**src/rtl/mdio_pkg.sv**
```systemverilog
package mdio_pkg;

    localparam int PHY_W         = 5;
    localparam int REG_W         = 5;
    localparam int REQ_REG_W     = 8;
    localparam int DATA_W        = 16;
    localparam int FRAME_W       = 32;

    localparam int PRE_SLOTS     = 33;
    localparam int RD_CMD_SLOTS  = 14;
    localparam int RD_IN_SLOTS   = 19;
    localparam int WR_CMD_SLOTS  = FRAME_W;
    localparam int WR_TAIL_SLOTS = 2;

    localparam int RD_SLOTS      = PRE_SLOTS + RD_CMD_SLOTS + RD_IN_SLOTS;
    localparam int WR_SLOTS      = PRE_SLOTS + WR_CMD_SLOTS + WR_TAIL_SLOTS;
    localparam int SLOT_W        = $clog2(WR_SLOTS + 1);

    // input window: two turnaround samples are skipped, then 16 data samples kept
    localparam int RD_IN_FIRST   = PRE_SLOTS + RD_CMD_SLOTS;
    localparam int RD_KEEP_FIRST = RD_IN_FIRST + 2;
    localparam int RD_KEEP_LAST  = RD_KEEP_FIRST + DATA_W - 1;

    localparam logic [DATA_W-1:0] REJECT_DATA = '1;

    typedef logic [SLOT_W-1:0] slot_t;

    typedef enum logic [1:0] {
        ST_IDLE = 2'd0,
        ST_RUN  = 2'd1,
        ST_REJ  = 2'd2
    } seq_state_e;

    typedef struct packed {
        logic oe;
        logic val;
    } pin_t;

    typedef struct packed {
        logic               wr;
        logic [FRAME_W-1:0] frame;
    } xact_t;

    function automatic logic [FRAME_W-1:0] build_frame(
        input logic              wr,
        input logic [PHY_W-1:0]  phy,
        input logic [REG_W-1:0]  ra,
        input logic [DATA_W-1:0] d
    );
        if (wr)
            return {2'b01, 2'b01, phy, ra, 2'b10, d};
        return {2'b01, 2'b10, phy, ra, {(FRAME_W - RD_CMD_SLOTS){1'b0}}};
    endfunction

    function automatic slot_t final_slot(input logic wr);
        return wr ? slot_t'(WR_SLOTS - 1) : slot_t'(RD_SLOTS - 1);
    endfunction

    function automatic pin_t slot_drive(input xact_t x, input slot_t s);
        int cmd_len;
        int pos;
        pin_t p;
        cmd_len = x.wr ? WR_CMD_SLOTS : RD_CMD_SLOTS;
        pos     = int'(s) - PRE_SLOTS;
        if (pos < 0) begin
            p.oe  = 1'b1;
            p.val = 1'b1;
        end else if (pos < cmd_len) begin
            p.oe  = 1'b1;
            p.val = x.frame[FRAME_W - 1 - pos];
        end else begin
            p.oe  = 1'b0;
            p.val = 1'b0;
        end
        return p;
    endfunction

    function automatic logic keep_slot(input slot_t s);
        return (s >= slot_t'(RD_KEEP_FIRST)) && (s <= slot_t'(RD_KEEP_LAST));
    endfunction

endpackage

```
**src/rtl/mdio_clkgen.sv**
```systemverilog
module mdio_clkgen #(
    parameter int HALF_DIV = 10
) (
    input  logic clk,
    input  logic rst,
    input  logic run,
    output logic mdc,
    output logic low_last,
    output logic high_last
);
    localparam int CW = (HALF_DIV > 1) ? $clog2(HALF_DIV) : 1;
    localparam logic [CW-1:0] LAST = CW'(HALF_DIV - 1);

    logic [CW-1:0] cnt;
    logic          phase;

    always_ff @(posedge clk) begin
        if (rst || !run) begin
            cnt   <= '0;
            phase <= 1'b0;
        end else if (cnt == LAST) begin
            cnt   <= '0;
            phase <= ~phase;
        end else begin
            cnt   <= cnt + 1'b1;
        end
    end

    assign mdc       = phase;
    assign low_last  = run && !phase && (cnt == LAST);
    assign high_last = run &&  phase && (cnt == LAST);
endmodule

```
**src/rtl/mdio_seq.sv**
```systemverilog
module mdio_seq
    import mdio_pkg::*;
(
    input  logic                  clk,
    input  logic                  rst,
    input  logic                  req_valid,
    input  logic                  req_write,
    input  logic [PHY_W-1:0]      req_phy,
    input  logic [REQ_REG_W-1:0]  req_reg,
    input  logic [DATA_W-1:0]     req_wdata,
    input  logic                  low_last,
    input  logic                  high_last,
    input  logic [DATA_W-1:0]     cap_data,
    output logic                  run,
    output logic                  busy,
    output logic                  done,
    output logic [DATA_W-1:0]     rd_data,
    output logic                  start,
    output logic                  step,
    output logic                  finish,
    output logic                  cap_en,
    output slot_t                 slot_next,
    output xact_t                 xact
);
    seq_state_e state;
    slot_t      slot;
    logic       reg_ok;
    logic       at_last;
    logic       in_run;

    assign reg_ok    = (req_reg < REQ_REG_W'(32));
    assign in_run    = (state == ST_RUN);
    assign at_last   = (slot == final_slot(xact.wr));
    assign run       = in_run;
    assign busy      = (state != ST_IDLE);
    assign start     = (state == ST_IDLE) && req_valid && reg_ok;
    assign step      = in_run && high_last && !at_last;
    assign finish    = in_run && high_last && at_last;
    assign cap_en    = in_run && low_last && !xact.wr && keep_slot(slot);
    assign slot_next = slot + 1'b1;

    always_ff @(posedge clk) begin
        if (rst) begin
            state   <= ST_IDLE;
            slot    <= '0;
            xact    <= '0;
            done    <= 1'b0;
            rd_data <= '0;
        end else begin
            done <= 1'b0;
            unique case (state)
                ST_IDLE: begin
                    if (req_valid) begin
                        xact.wr    <= req_write;
                        xact.frame <= build_frame(req_write, req_phy,
                                                  req_reg[REG_W-1:0], req_wdata);
                        slot       <= '0;
                        state      <= reg_ok ? ST_RUN : ST_REJ;
                    end
                end
                ST_REJ: begin
                    state <= ST_IDLE;
                    done  <= 1'b1;
                    if (!xact.wr)
                        rd_data <= REJECT_DATA;
                end
                ST_RUN: begin
                    if (high_last) begin
                        if (at_last) begin
                            state <= ST_IDLE;
                            done  <= 1'b1;
                            if (!xact.wr)
                                rd_data <= cap_data;
                        end else begin
                            slot <= slot_next;
                        end
                    end
                end
                default: state <= ST_IDLE;
            endcase
        end
    end
endmodule

```
**src/rtl/mdio_drv.sv**
```systemverilog
module mdio_drv
    import mdio_pkg::*;
(
    input  logic  clk,
    input  logic  rst,
    input  logic  start,
    input  logic  step,
    input  logic  finish,
    input  slot_t slot_next,
    input  xact_t xact,
    output logic  mdio_o,
    output logic  mdio_oe
);
    pin_t pin;
    pin_t nxt;

    assign nxt = slot_drive(xact, slot_next);

    // updates only on acceptance or at the end of a high phase, so a new bit
    // appears together with the falling MDC edge
    always_ff @(posedge clk) begin
        if (rst || finish) begin
            pin <= '0;
        end else if (start) begin
            pin <= '{oe: 1'b1, val: 1'b1};
        end else if (step) begin
            pin <= nxt;
        end
    end

    assign mdio_o  = pin.val;
    assign mdio_oe = pin.oe;
endmodule

```
**src/rtl/mdio_capture.sv**
```systemverilog
module mdio_capture
    import mdio_pkg::*;
(
    input  logic              clk,
    input  logic              rst,
    input  logic              clear,
    input  logic              en,
    input  logic              mdio_i,
    output logic [DATA_W-1:0] data
);
    always_ff @(posedge clk) begin
        if (rst || clear)
            data <= '0;
        else if (en)
            data <= {data[DATA_W-2:0], mdio_i};
    end
endmodule

```
**src/rtl/mdio_master.sv**
```systemverilog
module mdio_master
    import mdio_pkg::*;
#(
    parameter int HALF_DIV = 10
) (
    input  logic                 clk,
    input  logic                 rst,
    input  logic                 req_valid,
    input  logic                 req_write,
    input  logic [PHY_W-1:0]     req_phy,
    input  logic [REQ_REG_W-1:0] req_reg,
    input  logic [DATA_W-1:0]    req_wdata,
    output logic                 busy,
    output logic                 done,
    output logic [DATA_W-1:0]    rd_data,
    output logic                 mdc,
    output logic                 mdio_o,
    output logic                 mdio_oe,
    input  logic                 mdio_i
);
    logic              run;
    logic              low_last;
    logic              high_last;
    logic              start;
    logic              step;
    logic              finish;
    logic              cap_en;
    logic [DATA_W-1:0] cap_data;
    slot_t             slot_next;
    xact_t             xact;

    mdio_clkgen #(.HALF_DIV(HALF_DIV)) clkgen_i (
        .clk       (clk),
        .rst       (rst),
        .run       (run),
        .mdc       (mdc),
        .low_last  (low_last),
        .high_last (high_last)
    );

    mdio_seq seq_i (
        .clk       (clk),
        .rst       (rst),
        .req_valid (req_valid),
        .req_write (req_write),
        .req_phy   (req_phy),
        .req_reg   (req_reg),
        .req_wdata (req_wdata),
        .low_last  (low_last),
        .high_last (high_last),
        .cap_data  (cap_data),
        .run       (run),
        .busy      (busy),
        .done      (done),
        .rd_data   (rd_data),
        .start     (start),
        .step      (step),
        .finish    (finish),
        .cap_en    (cap_en),
        .slot_next (slot_next),
        .xact      (xact)
    );

    mdio_drv drv_i (
        .clk       (clk),
        .rst       (rst),
        .start     (start),
        .step      (step),
        .finish    (finish),
        .slot_next (slot_next),
        .xact      (xact),
        .mdio_o    (mdio_o),
        .mdio_oe   (mdio_oe)
    );

    mdio_capture cap_i (
        .clk    (clk),
        .rst    (rst),
        .clear  (start),
        .en     (cap_en),
        .mdio_i (mdio_i),
        .data   (cap_data)
    );
endmodule

```
**config.mk**
```make
export PLATFORM = sky130hd
export DESIGN_NAME = mdio_master
export DESIGN_NICKNAME = d
export VERILOG_FILES = /design/src/rtl/mdio_pkg.sv /design/src/rtl/mdio_clkgen.sv /design/src/rtl/mdio_seq.sv /design/src/rtl/mdio_drv.sv /design/src/rtl/mdio_capture.sv /design/src/rtl/mdio_master.sv
export SDC_FILE = /design/constraint.sdc
export NUM_CORES = 1
export LEC_CHECK = 0
export BUFFER_PORTS_ARGS = -buffer_cell sky130_fd_sc_hd__buf_4
export CORE_UTILIZATION = 51
export DETAILED_ROUTE_END_ITERATION = 8
export PLACE_DENSITY = 0.82
export SETUP_SLACK_MARGIN = 0.4
export SYNTH_ARGS = -nofsm -noshare
export SYNTH_HDL_FRONTEND = slang
export SYNTH_SLANG_ARGS = --single-unit
```
**constraint.sdc**
```tcl
create_clock -name clk -period 2.9 [get_ports clk]
set_input_delay 0.29 -clock clk [delete_from_list [all_inputs] [get_ports clk]]
set_output_delay 0.29 -clock clk [all_outputs]
set_load 0.02 [all_outputs]
```
==> results of run 1 <==
[cell usage after synthesis, drive strengths merged, types with 2 or more instances]
| cell type | number |
|---|---|
| or4 | 2 |
| nor3 | 5 |
| buf | 11 |
| or2 | 2 |
| o21ai | 5 |
| nand2 | 59 |
| dfxtp | 78 |
| clkbuf | 24 |
| o21a | 2 |
| ha | 12 |
| a21oi | 39 |
| nor2 | 61 |
| xnor2 | 4 |
| nand3 | 22 |
| a311oi | 17 |
| inv | 27 |
| a211o | 2 |
| and2 | 2 |
| o211ai | 2 |
| nor4 | 4 |
| xor2 | 5 |
| or3 | 5 |
| mux2i | 19 |
| mux4 | 6 |
| nor2b | 3 |
| a31oi | 3 |
| o22ai | 2 |
| nand2b | 6 |
[report_power, final]
group	switching [W]	total, W	internal [W]
Combinational	0.000185	0.000340	0.000155
Clock	0.000463	0.000793	0.000330
Sequential	0.0000259	0.00114	0.00112
Total	0.000674	0.00228	0.00160
[kinds of logic after synthesis]
| kind of cell | share of synthesized area |
|---|---|
| mux | 0.0890 |
| flops | 0.413 |
| xor+xnor | 0.0208 |
| fa+ha+maj | 0.0397 |
| compound gates | 0.158 |
| simple gates | 0.211 |
| buf+inv | 0.0691 |
[through the flow]
stage	instances	cell area, µm²	power [W]	setup slack [ns]	hold WS (ns)
after floorplan	442	3870	0.00138	0.441	0.426
after global placement	569	4300	0.00148	0.256	0.436
after detailed placement	569	4300	0.00149	0.118	0.445
after CTS	591	4570	0.00227	0.349	0.157
after global routing	594	4640	0.00237	0.297	0.169
final	594	4640	0.00228	0.411	0.168
[placed cells by master (no fill, tap or decap), types with 5 or more instances in the layout]
| cell type | instances |
|---|---|
| sky130_fd_sc_hd__mux4_2 | 6 |
| sky130_fd_sc_hd__ha_1 | 9 |
| sky130_fd_sc_hd__dfxtp_1 | 75 |
| sky130_fd_sc_hd__inv_1 | 25 |
| sky130_fd_sc_hd__nor2_1 | 57 |
| sky130_fd_sc_hd__clkbuf_8 | 9 |
| sky130_fd_sc_hd__xor2_1 | 5 |
| sky130_fd_sc_hd__a21oi_1 | 39 |
| sky130_fd_sc_hd__nor3_1 | 5 |
| sky130_fd_sc_hd__nand2_1 | 59 |
| sky130_fd_sc_hd__buf_4 | 68 |
| sky130_fd_sc_hd__nand2b_1 | 6 |
| sky130_fd_sc_hd__a311oi_2 | 14 |
| sky130_fd_sc_hd__nand3_1 | 22 |
| sky130_fd_sc_hd__mux2i_1 | 19 |
[layout make-up]
type / instances / area share
Clock inverter: 7 / 0.0146
Multi-Input combinational cell: 302 / 0.442
Tap cell: 99 / 0.0267
Timing Repair Buffer: 72 / 0.128
Sequential cell: 78 / 0.339
Inverter: 27 / 0.0235
Clock buffer: 9 / 0.0267
[critical path: stages, from the launching register on]
cell	delay (ns)
sky130_fd_sc_hd__dfxtp_4	0.39
sky130_fd_sc_hd__inv_6	0.05
sky130_fd_sc_hd__ha_4	0.27
sky130_fd_sc_hd__nor4bb_4	0.34
sky130_fd_sc_hd__a31oi_4	0.06
sky130_fd_sc_hd__o211a_1	0.17
sky130_fd_sc_hd__or2_4	0.26
sky130_fd_sc_hd__ha_4	0.22
sky130_fd_sc_hd__o21ai_2	0.05
sky130_fd_sc_hd__nor2_1	0.05
sky130_fd_sc_hd__o31ai_1	0.23
sky130_fd_sc_hd__a31oi_1	0.13
sky130_fd_sc_hd__nor4_1	0.19
[state kept, by name, indices dropped and copies added, names as in the netlist, 2 cells and up]
register,cells
seq_i.xact,29
seq_i.state,2
cap_i.data,16
seq_i.slot,7
clkgen_i.cnt,4
seq_i.rd_data,16
[worst paths after layout]
check,from,endpoint,cells past startpoint
setup reg to reg,seq_i.slot[0],drv_i.mdio_oe,12
setup / recovery,seq_i.slot[0],drv_i.mdio_oe,12
hold / removal,req_phy[3],seq_i.xact[26],3
hold reg to reg,seq_i.xact[4],seq_i.xact[4],2
[layer usage]
layer  share of wire  up-vias  routed length, µm  global-route usage
met1            0.43     1525               3700               0.286
met3           0.039       10                330              0.0481
met5               0        -                  0                   0
met4           0.015        0                128              0.0880
met2            0.51       80               4380               0.405
li1                -     1609                  -                   -
[repair_timing]
item	4_1_cts	5_1_grt
resized for setup	6	5
pin swaps	3	4
buffers inserted	6	2
hold buffers	0	0
gates cloned	0	1
setup endpoints to repair	18	18
==> impl_summary.log, run 1 <==
INFO  metric post-route-period-util = 0.858
INFO  metric final_net_count = 536
INFO  metric ys_dominant_reg_cell = sky130_fd_sc_hd__dfxtp_1
INFO  metric post_synth_edffs = 0
INFO  metric die_area = about 0.0078 mm²
INFO  metric finish.utilization = 0.643
INFO  metric viasPerCell = 5.43
INFO  metric fraction_of_layout_instances_using_a_drive_strength_above_1 = 0.265
INFO  metric cp.required = 3.17 ns
INFO  metric post-route-min-period = 2.49 ns
INFO  metric syn_nets = between 400 and 500
INFO  metric max_freq = ~400 MHz
INFO  metric rsz0062_at_grt = true
INFO  metric total_routed_wirelength = ~8500 µm
INFO  metric powerDensity = approximately 490 mW/mm²
INFO  metric drt-wirelength-per-cell = around 14 µm
INFO  metric netlist.top_cell.by_area = sky130_fd_sc_hd__dfxtp_1
INFO  metric antenna_found_initial = 0
INFO  metric worst-endpoint-arrival = 2.76 ns
INFO  metric buffer_cell_driving_the_clock_tree_root = sky130_fd_sc_hd__clkbuf_8
INFO  metric cts_buffer_count = 9
INFO  metric synth_seq_cells = 78
INFO  metric dp_hpwl = 5550 µm
INFO  metric clkSlewWorstSetupHoldPaths = 0.09 ns
INFO  metric setup_viol_count_final = 0
INFO  metric fillerInstances = ~600
INFO  metric drt-pass1-iter-count = 4
INFO  metric worstSetupStartpointType = flip-flop
INFO  metric sequential_cell_area = ~0.0016 mm²
INFO  metric max_slew.worst_pin.slew = roughly 0.95 ns
INFO  metric first_global_vias = 3079
INFO  metric top_level_ports = 55
INFO  metric drv_slew = 0
INFO  metric effective_utilization_at_floorplan = 0.524
INFO  metric cap_violations = 0
INFO  metric chipWidth = 88.1 µm
INFO  metric detail_route_antenna_nets = 0
INFO  metric global_route_wire_length_before_repair = ~14000 µm
INFO  metric syn2layout_area_growth = 22.6%
INFO  metric total_of_warnings_raised_by_yosys = 0
INFO  metric yosys.cell_types.count = 49
INFO  metric yosys-top-cells-area = sky130_fd_sc_hd__dfxtp_1 41%, sky130_fd_sc_hd__nand2_1 5.9%, sky130_fd_sc_hd__nor2_1 5.7%, sky130_fd_sc_hd__a311oi_2 5.6%, sky130_fd_sc_hd__a21oi_1 5.2%
INFO  metric grt_start_max_net_pins = 61
INFO  metric clock_skew = between 0.009 and 0.01 ns
INFO  metric post-synth-top-area-fraction = 0.413
INFO  metric multiInputGateArea = ~0.002 mm²
INFO  metric port_bufs = 54
INFO  metric worst_setup_path_end_kind = flip-flop
INFO  metric htreeDepth = 3
INFO  metric cts_sinks = about 80
INFO  metric core = 0.00721 mm²
INFO  metric synthArstFlopShare = 0
INFO  metric path_max_fanout = 7
INFO  metric globalRouteOverflowTotal = 0
INFO  metric min-delay-path-class = input port to flip-flop
INFO  metric gr-usage-all-layers = 0.233
INFO  metric detail_route.iter0.violations = 254
INFO  metric num_antenna_cells = 0
INFO  metric outcome = finished clean
INFO  metric timing.max_slew.rel_slack = 0.364
INFO  metric finalWeightedCongestion = around 0.81
INFO  metric final_hold_viol_count = 0
INFO  metric share_of_the_yosys_chip_area_belonging_to_registers = 0.413
INFO  metric setup_total_negative_slack = 0 ns
INFO  metric number_of_rows_in_the_core_area = 31
INFO  metric tritoncts_clock_tree = done
INFO  metric die-height = 88.1 µm
INFO  metric routed-via-count = 3224
INFO  metric postSynthAreaPerCell = between 8 and 9 µm²
INFO  metric critical_path_class = flip-flop to flip-flop
INFO  metric leakagePower = between 1.5 and 2 nW
INFO  metric ir_worst_vdd = 0.385 mV
INFO  metric cts-root-to-sink-buffers = 2
INFO  metric post_synth_instance_area = 0.00378 mm²
INFO  metric clock_latency = 0.36 ns
INFO  metric remaining_drc_errors = 0
INFO  metric ff2ff_setup_slack = 0.41 ns
INFO  metric syn-instance-count = 442
(Power assumes the default switching activity.)
==> run 2, diff against run 1 <==
- PLACE_DENSITY: 0.82 -> 0.73
==> run 2 against run 1 <==
Net effect:
- global-route usage down 1.3 points
- register-to-register slack got worse by 0.08 ns
- clock-buffer cell count increased by 1
- sequential power about the same
- design area grew 0.81%
- combinational power is essentially flat
- cell count is 0.67% higher
- routed wire length down 6.2%
- flip-flop and latch count is the same
- critical path type unchanged
- non-clock buffer count is 4 higher
- clock skew up 0.0064 ns
==> impl_summary.log, run 2 (same netlist as run 1, synthesis figures left out) <==
INFO  metric outcome = finished clean
INFO  metric worst-endpoint-arrival = 2.82 ns
INFO  metric grt_start_max_net_pins = 44
INFO  metric port_bufs = 54
INFO  metric clock_latency = ~0.36 ns
INFO  metric syn2layout_area_growth = 23.6%
INFO  metric die-height = 88.1 µm
INFO  metric fillerInstances = 653
INFO  metric worst_setup_path_end_kind = flip-flop
INFO  metric largestRegisters = seq_i.xact: 29 flops, cap_i.data: 16 flops, seq_i.rd_data: 16 flops
INFO  metric die_area = 0.00777 mm²
INFO  metric antenna_found_initial = 0
INFO  metric path_max_fanout = 8
INFO  metric max_slew.worst_pin.slew = 0.996 ns
INFO  metric cp_cell_sequence = inv_8, ha_4, nor4bb_4, a31oi_4, o211a_1, buf_4, or4_1, a31oi_1, a311oi_1, nor4_1
INFO  metric number_of_rows_in_the_core_area = 31
INFO  metric detail_route_antenna_nets = 0
INFO  metric gr-usage-all-layers = 0.220
INFO  metric worstSetupStartpointType = flip-flop
INFO  metric tritoncts_clock_tree = done
INFO  metric setup_viol_count_final = 0
INFO  metric chipWidth = 88.1 µm
INFO  metric cts-root-to-sink-buffers = 2
INFO  metric netSwitchingFraction = 0.269
INFO  metric post-place-ws = 0.168 ns
INFO  metric ir_worst_vdd = 0.350 mV
INFO  metric post-route-min-period = 2.57 ns
INFO  metric effective_utilization_at_floorplan = 0.524
INFO  metric setup_total_negative_slack = 0 ns
INFO  metric power_frac_clock = 0.354
INFO  metric globalRouteOverflowTotal = 0
INFO  metric global_route_wire_length_before_repair = around 13000 µm
INFO  metric cts_hold_buf = 0
INFO  metric regToRegStartpoint = seq_i.slot[0]
INFO  metric cts_buffer_count = 9
INFO  metric comb_power_share = 0.147
INFO  metric registers.top_by_ff_count = seq_i.xact
INFO  metric htreeDepth = 3
INFO  metric core = a little over 0.007 mm²
INFO  metric remaining_drc_errors = 0
INFO  metric largest_register_ffs = 29
INFO  metric min-delay-path-class = input port to flip-flop
INFO  metric cap_violations = 0
INFO  metric powerDensity = 490 mW/mm²
INFO  metric drt-pass1-iter-count = 4
INFO  metric cts_sinks = 78
INFO  metric num_antenna_cells = 0
INFO  metric drv_slew = 0
INFO  metric net-switching-power = slightly above 0.0006 W
INFO  metric mostFrequentLayoutCells = 76 x sky130_fd_sc_hd__dfxtp_1, 73 x sky130_fd_sc_hd__buf_4, 59 x sky130_fd_sc_hd__nand2_1, 57 x sky130_fd_sc_hd__nor2_1, 39 x sky130_fd_sc_hd__a21oi_1
INFO  metric max_freq = 389 MHz
INFO  metric fraction_of_layout_instances_using_a_drive_strength_above_1 = 0.267
INFO  metric critical_path_class = flip-flop to flip-flop
INFO  metric cp.required = 3.15 ns
INFO  metric routed-via-count = 3193
INFO  metric drt-wirelength-per-cell = 13.4 µm
INFO  metric finalWeightedCongestion = 0.797
INFO  metric first_global_vias = 2910
INFO  metric leading_cell_type_in_the_layout_fill_and_taps_excluded = sky130_fd_sc_hd__dfxtp_1
INFO  metric dp_hpwl = 5330 µm
INFO  metric rsz0062_at_grt = true
INFO  metric top_level_ports = 55
INFO  metric buffer_cell_driving_the_clock_tree_root = sky130_fd_sc_hd__clkbuf_8
INFO  metric total_routed_wirelength = between 8000 and 9000 µm
INFO  metric crit_start = seq_i.slot[0]
INFO  metric post-route-period-util = 0.886
INFO  metric crit_path_max_cell_delay = 0.51 ns
INFO  metric hold_path_startpoint = mdio_i
INFO  metric leakagePower = 1.79 nW
INFO  metric clkSlewWorstSetupHoldPaths = ~0.090 ns
INFO  metric pwr-share-seq = 0.498
INFO  metric detail_route.iter0.violations = 128
INFO  metric layout_setup_ws = approximately 0.33 ns
INFO  metric final_hold_viol_count = 0
INFO  metric internal-power = 0.00168 W
INFO  metric clock_skew = 0.0163 ns
INFO  metric worst_path_max_delay_cell = sky130_fd_sc_hd__or4_1
INFO  metric finish.utilization = 0.648
INFO  metric viasPerCell = between 5 and 6
INFO  metric timing.max_slew.rel_slack = 0.334
INFO  metric final_net_count = 540
==> run 2: final cells by class <==
class                           instances  area (µm²)  share of cell area
Multi-Input combinational cell        302        2050               0.439
Inverter                               27         111              0.0238
Clock buffer                           10         128              0.0273
Timing Repair Buffer                   76         621               0.133
Clock inverter                          6        68.8              0.0147
Sequential cell                        78        1570               0.336
Tap cell                               99         124              0.0265
==> run 2: path summary, 6_finish.rpt <==
kind	slack, ns	endpoint	depth (start not counted)
worst min-delay path	0.18	cap_i.data[0]	3
worst max register to register	0.33	drv_i.mdio_o	10
worst min register to register	0.46	seq_i.xact[15]	2
worst max-delay path	0.33	drv_i.mdio_o	10
==> run 2: layer usage <==
metal / GRT usage / vias up / routed length [µm]
li1: - / 1611 / -
met1: 0.296 / 1507 / 3860
met2: 0.348 / 64 / 3690
met3: 0.0396 / 11 / 339
met5: 0 / - / 0
met4: 0.0953 / 0 / 119
==> run 2: worst max-delay path: cells and delay by family, from the launching register on <==
family | cells | cell delay (ns)
flip-flops | 1 | 0.39
adder cells (fa/ha/maj) | 1 | 0.23
buffers and inverters | 2 | 0.19
AND/OR/NAND/NOR | 3 | 1.11
AO/OA/AOI/OAI | 4 | 0.52
==> run 2: timing repair <==
item	in CTS	in global routing
pin swaps	3	9
setup buffers	4	5
gates resized for setup	5	9
gates cloned	1	0
setup endpoints to repair	3	18
==> run 2: power groups by stage <==
stage	clock, W	sequential, W	combinational (W)
after floorplan	0	0.00120	0.000183
after global routing	0.000880	0.00115	0.000369
after detailed placement	0	0.00117	0.000319
after global placement	0	0.00117	0.000313
after CTS	0.000824	0.00114	0.000334
final	0.000812	0.00114	0.000338
==> run 2: through the flow <==
step	std cells	power [W]	hold WS, ns	cell area, µm²
6_report	598	0.00229	0.177	4680
2_1_floorplan	442	0.00138	0.426	3870
5_1_grt	598	0.00240	0.185	4680
3_5_place_dp	572	0.00149	0.446	4320
4_1_cts	593	0.00230	0.172	4600
3_3_place_gp	572	0.00148	0.438	4320
==> run 3, diff against run 2 <==
- RECOVER_POWER: not set -> 25
==> run 3 against run 2 <==
Net effect:
- global-route usage did not move
- sequential share of layout area up 0.60 points
- clock skew up 0.0013 ns
- sequential power is essentially flat
- non-clock buffer count did not move
- die area did not move
- via count increased by 0.50%
- total power decreased by 0.85%
- largest cell class unchanged
==> impl_summary.log, run 3 (same netlist as run 1, synthesis figures left out) <==
INFO  metric tritoncts_clock_tree = done
INFO  metric timing.reg2reg.worst_path_depth = 10
INFO  metric final_hold_viol_count = 0
INFO  metric final_net_count = 540
INFO  metric path_max_fanout = 8
INFO  metric clock_latency = 0.36 ns
INFO  metric mostFrequentLayoutCells = 76 x sky130_fd_sc_hd__dfxtp_1, 59 x sky130_fd_sc_hd__nand2_1, 57 x sky130_fd_sc_hd__nor2_1, 51 x sky130_fd_sc_hd__buf_4, 39 x sky130_fd_sc_hd__a21oi_1
INFO  metric internal-power = 0.00165 W
INFO  metric detail_route_antenna_nets = 0
INFO  metric first_global_vias = about 2900
INFO  metric cts-root-to-sink-buffers = 2
INFO  metric grt_use_met2 = 0.348
INFO  metric top_level_ports = 55
INFO  metric leakagePower = 1.70 nW
INFO  metric pwr-share-seq = 0.502
INFO  metric worst-endpoint-arrival = 2.82 ns
INFO  metric port_bufs = 54
INFO  metric clock_skew = 0.0176 ns
INFO  metric worst_r2r_endpoint = drv_i.mdio_o
INFO  metric post-route-period-util = 0.887
INFO  metric remaining_drc_errors = 0
INFO  metric viasPerCell = 5.37
INFO  metric grt_use_met1 = 0.296
INFO  metric core = 0.00721 mm²
INFO  metric finish.utilization = 0.637
INFO  metric drt-pass1-iter-count = 5
INFO  metric drv_slew = 0
INFO  metric setup_viol_count_final = 0
INFO  metric multiInputGateArea = roughly 0.0021 mm²
INFO  metric comb_power_share = 0.139
INFO  metric grt_most_used_layer = met2
INFO  metric dp_hpwl = 5330 µm
INFO  metric chipWidth = between 80 and 90 µm
INFO  metric leading_cell_type_in_the_layout_fill_and_taps_excluded = sky130_fd_sc_hd__dfxtp_1
INFO  metric grt_start_max_net_pins = 44
INFO  metric clkSlewWorstSetupHoldPaths = 0.09 ns
INFO  metric die-height = between 80 and 90 µm
INFO  metric min_path_cells = 3
INFO  metric min-delay-path-class = input port to flip-flop
INFO  metric drt-wirelength-per-cell = 13.4 µm
INFO  metric powerDensity = 495 mW/mm²
INFO  metric timing.max_slew.rel_slack = 0.250
INFO  metric min_to = cap_i.data[0]
INFO  metric finalWeightedCongestion = 0.797
INFO  metric registers.top_by_ff_count = seq_i.xact
INFO  metric num_antenna_cells = 0
INFO  metric cts_buffer_count = 9
INFO  metric critical_path_class = flip-flop to flip-flop
INFO  metric max_freq = slightly below 400 MHz
INFO  metric rsz0062_at_grt = true
INFO  metric cp.required = 3.15 ns
INFO  metric routed-via-count = 3209
INFO  metric die_area = a little under 0.008 mm²
INFO  metric total_routed_wirelength = 8040 µm
INFO  metric number_of_rows_in_the_core_area = 31
INFO  metric buffer_cell_driving_the_clock_tree_root = sky130_fd_sc_hd__clkbuf_8
INFO  metric effective_utilization_at_floorplan = 0.524
INFO  metric htreeDepth = 3
INFO  metric ff2ff_setup_slack = 0.33 ns
INFO  metric detail_route.iter0.violations = 127
INFO  metric fraction_of_layout_instances_using_a_drive_strength_above_1 = 0.222
INFO  metric power_frac_clock = 0.359
INFO  metric cap_violations = 0
INFO  metric outcome = finished clean
INFO  metric largest_register_ffs = 29
INFO  metric largestRegisters = seq_i.xact: 29 flops, cap_i.data: 16 flops, seq_i.rd_data: 16 flops
INFO  metric net-switching-power = 0.000619 W
INFO  metric global_route_wire_length_before_repair = approximately 13000 µm
INFO  metric ir_worst_vdd = approximately 0.35 mV
INFO  metric gr-usage-all-layers = 0.220
INFO  metric hold_path_startpoint = mdio_i
INFO  metric syn2layout_area_growth = 21.4%
INFO  metric fillerInstances = ~680
INFO  metric cts_sinks = 78
INFO  metric globalRouteOverflowTotal = 0
INFO  metric cts_hold_buf = 0
INFO  metric worst_setup_path_end_kind = flip-flop
INFO  metric post-route-min-period = ~2.6 ns
INFO  metric worstSetupStartpointType = flip-flop
INFO  metric dp.cells = 572
INFO  metric netSwitchingFraction = 0.272
INFO  metric final_cell_count_no_fill = roughly 600
INFO  metric max_slew.worst_pin.slew = 1.13 ns
INFO  metric sequential_cell_area = 0.00157 mm²
INFO  metric antenna_found_initial = 0
INFO  metric setup_total_negative_slack = 0 ns
INFO  metric regToRegStartpoint = seq_i.slot[0]
INFO  metric use_met3 = 0.0396
[run 3: cell count changes in the layout (fill, tap and decap cells not counted)]
cell and delta:
sky130_fd_sc_hd__clkbuf_1 +22, sky130_fd_sc_hd__buf_4 -22
[run 3: worst max path at each step]
stage / startpoint / endpoint / slack (ns) / cells past startpoint
finish: seq_i.slot[0] / drv_i.mdio_o / 0.33 / 10
global route: seq_i.slot[0] / drv_i.mdio_o / 0.23 / 12
CTS: seq_i.slot[0] / drv_i.mdio_o / 0.40 / 12
detailed placement: seq_i.slot[1] / drv_i.mdio_o / 0.17 / 12
global placement: seq_i.slot[1] / drv_i.mdio_o / 0.24 / 12
floorplan: seq_i.slot[1] / drv_i.mdio_oe / 0.44 / 13
[run 3: final cells by class]
class | instances | share of cell area
multi-input cells | 302 | 0.447
flip-flops and latches | 78 | 0.342
repair buffers | 76 | 0.117
clock buffers | 10 | 0.0278
well taps | 99 | 0.0270
inverters | 27 | 0.0242
clock inverters | 6 | 0.0150
[run 3: what timing repair did]
action,CTS,global route
pin swaps,3,9
buffers inserted,4,5
endpoints found under the setup margin,3,18
resized for setup,5,9
cloned,1,0
[run 3: critical path, cell delays in order, from the launching register on]
cell	delay (ns)
sky130_fd_sc_hd__dfxtp_4	0.39
sky130_fd_sc_hd__inv_8	0.05
sky130_fd_sc_hd__ha_4	0.23
sky130_fd_sc_hd__nor4bb_4	0.31
sky130_fd_sc_hd__a31oi_4	0.07
sky130_fd_sc_hd__o211a_1	0.16
sky130_fd_sc_hd__buf_4	0.14
sky130_fd_sc_hd__or4_1	0.51
sky130_fd_sc_hd__a31oi_1	0.22
sky130_fd_sc_hd__a311oi_1	0.07
sky130_fd_sc_hd__nor4_1	0.29
[run 3: per-stage QoR]
| stage | setup slack, ns | hold slack, ns | instance area (µm²) | total power (W) |
|---|---|---|---|---|
| after global placement | 0.242 | 0.438 | 4320 | 0.00148 |
| after CTS | 0.398 | 0.172 | 4600 | 0.00230 |
| final | 0.328 | 0.178 | 4590 | 0.00227 |
| after detailed placement | 0.168 | 0.446 | 4320 | 0.00149 |
| after global routing | 0.230 | 0.185 | 4590 | 0.00238 |
| after floorplan | 0.441 | 0.426 | 3870 | 0.00138 |
[run 3: per-layer routing]
layer  vias to the layer above  part of all wire  wire length, µm
met3                         9             0.048              385
met2                        67              0.46             3660
met4                         0             0.014              116
met1                      1520              0.48             3870
li1                       1613                 -                -
met5                         -                 0                0
[run 3: power by group through the flow]
stage / sequential [W] / combinational [W] / clock [W]
floorplan: 0.00120 / 0.000183 / 0
global placement: 0.00117 / 0.000313 / 0
detailed placement: 0.00117 / 0.000319 / 0
CTS: 0.00114 / 0.000334 / 0.000824
global route: 0.00115 / 0.000347 / 0.000880
finish: 0.00114 / 0.000316 / 0.000816
